## config.mk

```make
export PLATFORM = sky130hd
export DESIGN_NAME = dram_cycle_decoder
export DESIGN_NICKNAME = d
export VERILOG_FILES = /design/src/rtl/dcd_pkg.sv /design/src/rtl/dcd_edge_det.sv /design/src/rtl/dcd_refresh_ctr.sv /design/src/rtl/dcd_addr_latch.sv /design/src/rtl/dcd_classifier.sv /design/src/rtl/dram_cycle_decoder.sv
export SDC_FILE = /design/constraint.sdc
export NUM_CORES = 1
export LEC_CHECK = 0
export BUFFER_PORTS_ARGS = -buffer_cell sky130_fd_sc_hd__buf_2
export CORE_ASPECT_RATIO = 1.25
export CORE_MARGIN = 4
export CORE_UTILIZATION = 50
export DETAILED_ROUTE_END_ITERATION = 8
export PLACE_DENSITY = 0.81
export RECOVER_POWER = 50
export SLEW_MARGIN = 30
export SYNTH_ARGS = -nofsm -noshare
export SYNTH_HDL_FRONTEND = slang
export SYNTH_SLANG_ARGS = --single-unit
```

## constraint.sdc

```tcl
create_clock -name clk -period 1.85 [get_ports clk]
set_input_delay 0.185 -clock clk [delete_from_list [all_inputs] [get_ports clk]]
set_output_delay 0.185 -clock clk [all_outputs]
set_load 0.01 [all_outputs]
```

## src/rtl/dcd_pkg.sv

```systemverilog
package dcd_pkg;
  typedef enum logic [2:0] {
    K_STBY = 3'd0,
    K_READ = 3'd1,
    K_EWR  = 3'd2,
    K_LWR  = 3'd3,
    K_RMW  = 3'd4,
    K_ROR  = 3'd5,
    K_CBR  = 3'd6,
    K_HID  = 3'd7
  } kind_e;

  typedef enum logic [1:0] {
    PH_IDLE = 2'd0,
    PH_ACC  = 2'd1,
    PH_REF  = 2'd2,
    PH_HOLD = 2'd3
  } phase_e;

  localparam int SIG_RAS = 0;
  localparam int SIG_CAS = 1;
  localparam int SIG_WE  = 2;
  localparam int NSIG    = 3;
endpackage

```

## src/rtl/dcd_edge_det.sv

```systemverilog
module dcd_edge_det #(
  parameter int N = 3
) (
  input  logic         clk,
  input  logic         rst_n,
  input  logic [N-1:0] sig,
  output logic [N-1:0] fall,
  output logic [N-1:0] rise
);
  logic [N-1:0] prev_q;

  for (genvar i = 0; i < N; i++) begin : g_bit
    // strobes idle high, so the history resets high
    always_ff @(posedge clk or negedge rst_n) begin
      if (!rst_n) prev_q[i] <= 1'b1;
      else        prev_q[i] <= sig[i];
    end
    assign fall[i] = prev_q[i] & ~sig[i];
    assign rise[i] = ~prev_q[i] & sig[i];
  end
endmodule

```

## src/rtl/dcd_refresh_ctr.sv

```systemverilog
module dcd_refresh_ctr #(
  parameter int W = 11
) (
  input  logic         clk,
  input  logic         rst_n,
  input  logic         inc,
  output logic [W-1:0] cnt
);
  logic [W-1:0] cnt_q, cnt_d;

  always_comb begin
    cnt_d = cnt_q;
    if (inc) cnt_d = cnt_q + W'(1);
  end

  always_ff @(posedge clk or negedge rst_n) begin
    if (!rst_n)   cnt_q <= '0;
    else if (inc) cnt_q <= cnt_d;
  end

  assign cnt = cnt_q;
endmodule

```

## src/rtl/dcd_addr_latch.sv

```systemverilog
module dcd_addr_latch #(
  parameter int AW = 11
) (
  input  logic          clk,
  input  logic          rst_n,
  input  logic [AW-1:0] addr,
  input  logic [AW-1:0] ref_row,
  input  logic          row_ld_addr,
  input  logic          row_ld_ref,
  input  logic          col_ld,
  output logic [AW-1:0] row_addr,
  output logic [AW-1:0] col_addr
);
  logic [AW-1:0] row_q, row_d, col_q;
  logic          row_en;

  assign row_en = row_ld_addr | row_ld_ref;

  always_comb begin
    row_d = row_q;
    if (row_ld_addr)     row_d = addr;
    else if (row_ld_ref) row_d = ref_row;
  end

  always_ff @(posedge clk or negedge rst_n) begin
    if (!rst_n)      row_q <= '0;
    else if (row_en) row_q <= row_d;
  end

  always_ff @(posedge clk or negedge rst_n) begin
    if (!rst_n)      col_q <= '0;
    else if (col_ld) col_q <= addr;
  end

  assign row_addr = row_q;
  assign col_addr = col_q;
endmodule

```

## src/rtl/dcd_classifier.sv

```systemverilog
module dcd_classifier
  import dcd_pkg::*;
(
  input  logic             clk,
  input  logic             rst_n,
  input  logic             ras_n,
  input  logic             cas_n,
  input  logic             we_n,
  input  logic             oe_n,
  input  logic [NSIG-1:0]  fall,
  input  logic [NSIG-1:0]  rise,
  output logic             row_ld_addr,
  output logic             row_ld_ref,
  output logic             col_ld,
  output logic             ref_inc,
  output logic             evt_valid,
  output logic [2:0]       evt_kind,
  output logic             dq_oe,
  output logic             proto_err
);
  phase_e ph_q, ph_d;
  kind_e  kind_q, kind_d, evk_q, evk_d;
  logic   live_q, live_d;     // an access is open and CAS has stayed low
  logic   early_q, early_d;   // WE was low at the CAS fall
  logic   rds_q, rds_d;       // data has been driven in this access
  logic   ev_q, ev_d;
  logic   drv_q, drv_d;
  logic   err_q, err_d;

  logic ras_fall, ras_rise, cas_fall, cas_rise, we_fall, we_chg;
  assign ras_fall = fall[SIG_RAS];
  assign ras_rise = rise[SIG_RAS];
  assign cas_fall = fall[SIG_CAS];
  assign cas_rise = rise[SIG_CAS];
  assign we_fall  = fall[SIG_WE];
  assign we_chg   = fall[SIG_WE] | rise[SIG_WE];

  always_comb begin
    ph_d        = ph_q;
    kind_d      = kind_q;
    early_d     = early_q;
    rds_d       = rds_q;
    ev_d        = 1'b0;
    evk_d       = kind_q;
    row_ld_addr = 1'b0;
    row_ld_ref  = 1'b0;
    col_ld      = 1'b0;
    ref_inc     = 1'b0;

    unique case (ph_q)
      PH_IDLE: begin
        if (ras_fall) begin
          early_d = 1'b0;
          rds_d   = 1'b0;
          if (cas_n) begin
            ph_d        = PH_ACC;
            kind_d      = K_ROR;
            row_ld_addr = 1'b1;
          end else begin
            ph_d       = PH_REF;
            kind_d     = K_CBR;
            row_ld_ref = 1'b1;
            ref_inc    = 1'b1;
          end
        end else if (cas_rise && ras_n) begin
          ev_d  = 1'b1;
          evk_d = K_STBY;
        end
      end
      PH_ACC: begin
        if (cas_fall) begin
          col_ld  = 1'b1;
          kind_d  = we_n ? K_READ : K_EWR;
          early_d = ~we_n;
          rds_d   = 1'b0;
        end else if (we_fall && !cas_n && live_q && !early_q) begin
          kind_d = rds_q ? K_RMW : K_LWR;
        end
        if (ras_rise) begin
          if (cas_n) begin
            ev_d  = 1'b1;
            evk_d = kind_d;
            ph_d  = PH_IDLE;
          end else begin
            ph_d = PH_HOLD;
          end
        end
      end
      PH_REF: begin
        if (ras_rise) begin
          if (cas_n) begin
            ev_d = 1'b1;
            ph_d = PH_IDLE;
          end else begin
            ph_d = PH_HOLD;
          end
        end
      end
      PH_HOLD: begin
        if (ras_fall) begin
          // a new row pulse with CAS held low closes the previous cycle
          ev_d       = 1'b1;
          kind_d     = live_q ? K_HID : K_CBR;
          row_ld_ref = 1'b1;
          ref_inc    = 1'b1;
          ph_d       = PH_REF;
        end else if (cas_n) begin
          ev_d = 1'b1;
          ph_d = PH_IDLE;
        end
      end
      default: ph_d = PH_IDLE;
    endcase

    live_d = live_q;
    if (cas_n)       live_d = 1'b0;
    else if (col_ld) live_d = 1'b1;

    drv_d = live_d & ~cas_n & ~oe_n & we_n & ~early_d;
    if (drv_d) rds_d = 1'b1;
    err_d = we_chg & drv_q;
  end

  always_ff @(posedge clk or negedge rst_n) begin
    if (!rst_n) begin
      ph_q    <= PH_IDLE;
      kind_q  <= K_STBY;
      evk_q   <= K_STBY;
      live_q  <= 1'b0;
      early_q <= 1'b0;
      rds_q   <= 1'b0;
      ev_q    <= 1'b0;
      drv_q   <= 1'b0;
      err_q   <= 1'b0;
    end else begin
      ph_q    <= ph_d;
      kind_q  <= kind_d;
      live_q  <= live_d;
      early_q <= early_d;
      rds_q   <= rds_d;
      ev_q    <= ev_d;
      drv_q   <= drv_d;
      err_q   <= err_d;
      if (ev_d) evk_q <= evk_d;
    end
  end

  assign evt_valid = ev_q;
  assign evt_kind  = evk_q;
  assign dq_oe     = drv_q;
  assign proto_err = err_q;

  // drive only follows sampled CAS low, OE low, WE high
  a_r6_drive_needs_strobes: assert property (@(posedge clk) disable iff (!rst_n)
    dq_oe |-> $past(!cas_n && !oe_n && we_n));
  // both strobes high means the pins go quiet
  a_r1_standby_quiet: assert property (@(posedge clk) disable iff (!rst_n)
    (ras_n && cas_n) |=> !dq_oe);
  // a cycle-end pulse is a single clock
  a_r2_single_pulse: assert property (@(posedge clk) disable iff (!rst_n)
    evt_valid |=> !evt_valid);
  // an error can only follow a driving clock
  a_r12_err_after_drive: assert property (@(posedge clk) disable iff (!rst_n)
    proto_err |-> $past(dq_oe));
endmodule

```

## src/rtl/dram_cycle_decoder.sv

```systemverilog
module dram_cycle_decoder
  import dcd_pkg::*;
#(
  parameter int ADDR_W = 11
) (
  input  logic              clk,
  input  logic              rst_n,
  input  logic              ras_n,
  input  logic              cas_n,
  input  logic              we_n,
  input  logic              oe_n,
  input  logic [ADDR_W-1:0] addr,
  output logic [ADDR_W-1:0] row_addr,
  output logic [ADDR_W-1:0] col_addr,
  output logic [ADDR_W-1:0] ref_row,
  output logic              dq_oe,
  output logic              evt_valid,
  output logic [2:0]        evt_kind,
  output logic              proto_err
);
  localparam int REF_W = ADDR_W;

  // asynchronous assert, synchronous release
  logic [1:0] rst_sync_q;
  logic       rst_int_n;
  always_ff @(posedge clk or negedge rst_n) begin
    if (!rst_n) rst_sync_q <= 2'b00;
    else        rst_sync_q <= {rst_sync_q[0], 1'b1};
  end
  assign rst_int_n = rst_sync_q[1];

  logic [NSIG-1:0] strb, fall, rise;
  assign strb[SIG_RAS] = ras_n;
  assign strb[SIG_CAS] = cas_n;
  assign strb[SIG_WE]  = we_n;

  logic row_ld_addr, row_ld_ref, col_ld, ref_inc;
  logic [REF_W-1:0] ref_cnt;

  dcd_edge_det #(.N(NSIG)) u_edge (
    .clk(clk), .rst_n(rst_int_n), .sig(strb), .fall(fall), .rise(rise)
  );

  dcd_classifier u_cls (
    .clk(clk), .rst_n(rst_int_n),
    .ras_n(ras_n), .cas_n(cas_n), .we_n(we_n), .oe_n(oe_n),
    .fall(fall), .rise(rise),
    .row_ld_addr(row_ld_addr), .row_ld_ref(row_ld_ref),
    .col_ld(col_ld), .ref_inc(ref_inc),
    .evt_valid(evt_valid), .evt_kind(evt_kind),
    .dq_oe(dq_oe), .proto_err(proto_err)
  );

  dcd_refresh_ctr #(.W(REF_W)) u_ref (
    .clk(clk), .rst_n(rst_int_n), .inc(ref_inc), .cnt(ref_cnt)
  );

  dcd_addr_latch #(.AW(ADDR_W)) u_addr (
    .clk(clk), .rst_n(rst_int_n), .addr(addr), .ref_row(ref_cnt),
    .row_ld_addr(row_ld_addr), .row_ld_ref(row_ld_ref), .col_ld(col_ld),
    .row_addr(row_addr), .col_addr(col_addr)
  );

  assign ref_row = ref_cnt;

  // a plain row fall captures the address pins
  a_r3_row_from_addr: assert property (@(posedge clk) disable iff (!rst_int_n)
    ($fell(ras_n) && cas_n) |=> (row_addr == $past(addr)));
  // each refresh row fall steps the counter by one
  a_r5_ref_step: assert property (@(posedge clk) disable iff (!rst_int_n)
    ($fell(ras_n) && !cas_n) |=> (ref_row == $past(ref_row) + REF_W'(1)));
endmodule

```

== After elaboration in Yosys (flattened, before gate mapping) ==
Cells that the tools add are included.
W data, S select, Z words.

* Equality and inequality tests: 9
* $mul: 0
* Muxes and demuxes: 46
* Reductions and logical operators: 15
* Magnitude comparators: 0
* Add/sub/neg operators: 1
* Shift-type cells: 0
* Divide/modulo/power cells: 0
* Bitwise gates (word level): 21

{| class="wikitable"
|+ Operators with widths
! cell !! count
|-
| $mux W3 || 9
|-
| $mux W11 || 2
|-
| $mux W1 || 20
|-
| $mux W2 || 8
|-
| $add A11 B1 Y11 const B || 1
|-
| $and A1 B1 Y1 || 11
|-
| $pmux W3 S3 || 1
|-
| $reduce_and A3 Y1 || 3
|-
| $not A1 Y1 || 8
|-
| $ne A2 B1 Y1 const B || 3
|-
| $ne A3 B1 Y1 const B || 2
|-
| $pmux W1 S2 || 3
|-
| $pmux W2 S3 || 1
|-
| $pmux W3 S2 || 1
|-
| $reduce_bool A3 Y1 || 2
|-
| $eq A2 B2 Y1 const B || 2
|-
| $logic_and A1 B1 Y1 || 4
|-
| $ne A3 B2 Y1 const B || 1
|-
| $pmux W1 S3 || 1
|-
| $eq A2 B1 Y1 const B || 1
|-
| $logic_not A1 Y1 || 2
|-
| $logic_not A2 Y1 || 1
|-
| $or A1 B1 Y1 || 2
|-
| $reduce_and A2 Y1 || 1
|-
| other kinds (2) || 2
|}

* Memories kept: 0
* Bits in writable memories: 0
* Output and inout bits: 39
* Memory bits (read-only): 0
* Flip-flop bits (word level): 52
* Latch bits: 0

== Depth between registers and ports, before layout ==
* Word-level depth: 12
* Gate-level depth with buffers: 8

== Hierarchy ==
A second synthesis with hierarchy kept.

* Cells, all modules: 216
* Area total of the unflattened synthesis: 2,508.7 um2

{| class="wikitable"
|+ By module, submodules not included
! module !! instances !! seq. area each (um2) !! area an instance (um2) !! cells each
|-
| dcd_classifier || 1 || 350.3 || 928.4 || 94
|-
| dcd_addr_latch || 1 || 550.5 || 913.4 || 70
|-
| dcd_refresh_ctr || 1 || 275.3 || 496.7 || 40
|-
| dcd_edge_det || 1 || 78.8 || 116.4 || 9
|-
| dram_cycle_decoder || 1 || 50.0 || 53.8 || 3
|}

== Worst setup path before layout ==
OpenSTA, ideal clock, no wires.

* Kind: reg-to-reg
* Start: reg u_cls.ph_q[0]
* End: reg u_ref.cnt_q[10], in the netlist u_ref.cnt[10]
* Arrival: 1.673 ns
* Buffers on the path: 0
* Required time: 1.771 ns
* Clock period less this slack: 1.752 ns
* Stages on the path, launching flop included: 7
* Slack: 0.098 ns
* Path through: dfrtp_1 inv_1 ha_1 nor3b_4 o211ai_4 nor4_1 xor2_1

* Word-level cells in the longest chain between the ends: 2
* Elaborated cells on any way between the ends: 3
* Classes of those cells: 1 x eq/ne; 1 x mux; 1 x reduce/logical

{| class="wikitable"
|+ RTL lines
! item !! line !! text
|-
| start, declared || dcd_classifier.sv:21 || <nowiki>phase_e ph_q, ph_d;</nowiki>
|-
| start signal, assigned || dcd_classifier.sv:136 || <nowiki>ph_q <= ph_d;</nowiki>
|-
| $eq A2 B2 Y1 / $logic_not A2 Y1 (equally long branches) || dcd_classifier.sv:50 || <nowiki>unique case (ph_q)</nowiki>
|-
| $pmux W1 S2 * || dcd_classifier.sv:50 ||
|-
| end signal, assigned || dcd_refresh_ctr.sv:18 || <nowiki>else if (inc) cnt_q <= cnt_d;</nowiki>
|-
| end, declared || dcd_refresh_ctr.sv:9 || <nowiki>logic [W-1:0] cnt_q, cnt_d;</nowiki>
|}

Mark *: on every way between the ends. The rest lies on a longest branch, timed or not.
A chain may end at the register's enable or synchronous reset.

== Worst setup path in the final report ==
* Start: reg u_cls.ph_q[1]
* End: reg u_ref.cnt_q[10], in the netlist u_ref.cnt[10]

The elaborated chain is that of the path after synthesis.

==> metrics.md <==
| Metric | Value |
|---|---|
| Power Dens Cells | `about 1500 mW/mm^2` |
| Root Buffer | `clkbuf_8` |
| CP required | `~2.1 ns` |
| Max FO, Critical Path | `8` |
| Reg2reg setup slack | `~0.094 ns` |
| DRT Pass-1 Iters | `4` |
| Buffer levels on the longest clock path | `2` |
| # port buffers | `55` |
| Share of power burned in registers | `0.408` |
| Switching share of total power | `0.360` |
| Sink Count | `between 50 and 60` |
| Syn Nets | `around 240` |
| DR vias | `between 1500 and 2000` |
| I/O pin count | `56` |
| Post-synthesis sequential area ratio | `0.534` |
| P&R area growth vs syn | `23.1%` |
| Max cap viols | `0` |
| WHS Endpoint | `u_edge.prev_q[0]$_DFF_PN1_` |
| FFs w/ async S/R, synth | `1.00` |
| # nets final | `310` |
| GRT Util Overall | `0.185` |
| Routed WL | `approximately 5300 um` |
| CTS clock-pin slew for the worst setup and hold paths | `around 0.090 ns` |
| Post-synth EDFFs | `0` |
| P_sw | `around 1.6 mW` |
| Drt drc | `0` |
| Yosys reg bits | `between 50 and 60` |
| Peak supply drop | `0.827 mV` |
| First-pass GRT wire length | `9030 um` |
| H-Tree Depth | `2` |
| Clock power frac | `0.175` |
| Hold depth | `1` |
| Die area | `between 0.006 and 0.007 mm^2` |
| Non-Filler Instances | `approximately 350` |
| Dpl cell area | `~0.0029 mm^2` |
| Hold Violations, Final | `0` |
| Starting Density | `0.517` |
| Cell count after synthesis | `220` |
| Initial antenna violation count | `0` |
| RSZ-0062 raised after global routing | `no` |
| Most frequent cells in the layout | `dfrtp_1 (49), buf_2 (37), clkbuf_1 (18)` |
| Routed Antenna Nets | `0` |
| Dpl cells | `335` |
| Pin count of the biggest net entering global routing | `27` |
| Slew @ Worst Pin | `1.01 ns` |
| Most common cell after layout, fill and taps aside | `dfrtp_1` |
| Core area | `0.00473 mm^2` |
| Setup tns final | `0 ns` |
| Clock Skew | `0.00721 ns` |
| Final min period | `1.76 ns` |
| Final Wtd Congestion | `around 0.93` |
| Later-pin clock latency in the skew report | `around 0.30 ns` |
| Power, Total | `approximately 4.4 mW` |
| # rows | `28` |
| Ys flop type | `dfrtp_1` |
| GRT overflow | `0` |
| Mapped Avg Cell Area | `between 10 and 15 um^2` |
| Finished Cell Area | `between 0.003 and 0.004 mm^2` |
| R2R cell count | `6` |
| Synth Warn # | `0` |
| FMAX | `~0.57 GHz` |
| Layout cells sized above 1 | `0.299` |
| Hold path start | `ras_n` |
| LEAKAGE | `roughly 1.5 nW` |
| HPWL Detailed | `3960 um` |
| Vias in the first global route | `a little under 2000` |
| Hold Crit Class | `in -> reg` |
| Arr. time, crit path | `1.99 ns` |
| Max Slew Vio Count | `0` |
| Ant. Diodes | `0` |
| Total CTS buffers | `5` |
| Outcome | `complete, no violations` |
| Worst Setup End Kind | `flop` |
| CTS tree | `yes` |
| Slew headroom | `0.326` |
| Die height | `between 80 and 90 um` |
| Crit Reg-Reg Endpoint | `u_ref.cnt[10]$_DFFE_PN0P_` |
| DR vias/cell | `roughly 5.4` |
| Netlist cell types | `45` |
| Combinational fraction of design power | `0.418` |
| Startpoint types | `flop` |
| Synth Cell Area | `between 0.002 and 0.0025 mm^2` |
| Avg WL per Cell | `roughly 15 um` |
| Die width | `70.6 um` |
| FF-to-FF Start | `u_cls.ph_q[1]$_DFFE_PN0P_` |
| Final setup vio count | `0` |
| Initial drt markers | `67` |
| Pint | `between 2 and 3 mW` |
| Setup CP Type | `reg -> reg` |
| Fin crit share | `0.949` |
==> critical path, stage by stage, from the launching register on <==
cell and delay [ns]:
dfrtp_1 0.41, inv_2 0.09, ha_4 0.22, nor3b_4 0.28, o211ai_4 0.17, nor4_2 0.35
xor2_1 0.17
==> cell families (layout without fill, tap and decap cells) <==
| group | count (synthesis) | after routing | share of synthesized area |
|---|---|---|---|
| multiplexers | 27 | 27 | 0.117 |
| adder cells (fa/ha/maj) | 6 | 6 | 0.0307 |
| AND/OR/NAND/NOR | 63 | 63 | 0.140 |
| flip-flops | 52 | 52 | 0.534 |
| other | 1 | 1 | 0.00153 |
| AO/OA/AOI/OAI | 39 | 39 | 0.102 |
| buffers and inverters | 22 | 90 | 0.0394 |
| XOR/XNOR | 10 | 10 | 0.0358 |
==> sequential cells by signal, summed over array words and instances (netlist names) <==
signal and cells:
u_addr.col_addr 11, u_addr.row_addr 11, u_ref.cnt 11, u_cls.evt_kind 3
u_cls.kind_q 3, u_edge.prev_q 3, rst_sync_q 2, u_cls.ph_q 2
u_cls.dq_oe 1, u_cls.early_q 1, u_cls.evt_valid 1, u_cls.live_q 1
u_cls.proto_err 1, u_cls.rds_q 1
==> synthesized netlist by cell type, drive strengths merged, types with 3 or more instances <==
cell     n  area (um^2)
xor2     8         70.1
nand2   14         52.6
dfstp    3         78.8
a21oi   16         80.1
nor2b    3         26.3
mux2i   15          150
o21ai    8         43.8
nor3b    4         41.3
buf      6         35.0
dfrtp   49         1230
nand3    3         15.0
nor2    18         67.6
o211ai   4         43.8
a31oi    4         25.0
nor4     3         18.8
mux2    12          135
inv     14         52.6
ha       6         75.1
nor3     5         25.0
nand2b   3         18.8
==> stage by stage <==
stage                     worst slack (ns)   util  hold WS [ns]
after floorplan                     0.0980      -        -0.111
after global placement              0.0599  0.603       -0.0293
after detailed placement           -0.0688  0.603       -0.0279
after CTS                           0.0224  0.638        0.0207
after global routing                0.0204  0.637        0.0704
final                               0.0943  0.637        0.0768
==> power by group through the flow <==
stage	registers [mW]	clock network, mW	logic (mW)
floorplan	1.95	0	0.999
global placement	1.81	0	1.75
detailed placement	1.83	0	1.81
CTS	1.81	0.790	1.87
global route	1.86	0.836	2.04
finish	1.80	0.773	1.85
==> final cells by class <==
type | instances | area (um^2)
sequential | 52 | 1310
inverter | 14 | 52.6
tap | 60 | 75.1
fill | 409 | 1720
timing repair buffer | 68 | 393
clock inverter | 3 | 42.5
clock buffer | 5 | 68.8
multi-input combinational | 146 | 1070
==> metal layers <==
layer / vias up / GRT usage / routed length, um
met2: 61 / 0.334 / 2790
met5: - / 0 / 0
met4: 0 / 0.0513 / 54
met1: 909 / 0.217 / 2090
li1: 890 / - / -
met3: 6 / 0.0510 / 352
==> repair_timing <==
action | 4_1_cts | 5_1_grt
resized for setup | 3 | 4
buffers inserted | 1 | 2
hold buffers | 2 | 0
setup endpoints to repair | 2 | 6
hold endpoints to repair | 3 | 0
pin swaps | 1 | 2
==> worst max path at each step <==
| stage | startpoint | end | slack, ns | cells past startpoint |
|---|---|---|---|---|
| 2_1_floorplan | u_cls.ph_q[0]$_DFFE_PN0P_ | u_ref.cnt[10]$_DFFE_PN0P_ | 0.1 | 6 |
| 3_3_place_gp | u_cls.ph_q[1]$_DFFE_PN0P_ | u_ref.cnt[10]$_DFFE_PN0P_ | 0.06 | 6 |
| 3_5_place_dp | u_cls.ph_q[1]$_DFFE_PN0P_ | u_ref.cnt[10]$_DFFE_PN0P_ | -0.07 | 6 |
| 4_1_cts | u_cls.ph_q[0]$_DFFE_PN0P_ | u_cls.evt_kind[2]$_DFFE_PN0P_ | 0.02 | 7 |
| 5_1_grt | we_n | u_cls.kind_q[2]$_DFFE_PN0P_ | 0.02 | 8 |
| 6_report | u_cls.ph_q[1]$_DFFE_PN0P_ | u_ref.cnt[10]$_DFFE_PN0P_ | 0.09 | 6 |
No activity file was read; power rests on OpenSTA's default activity.
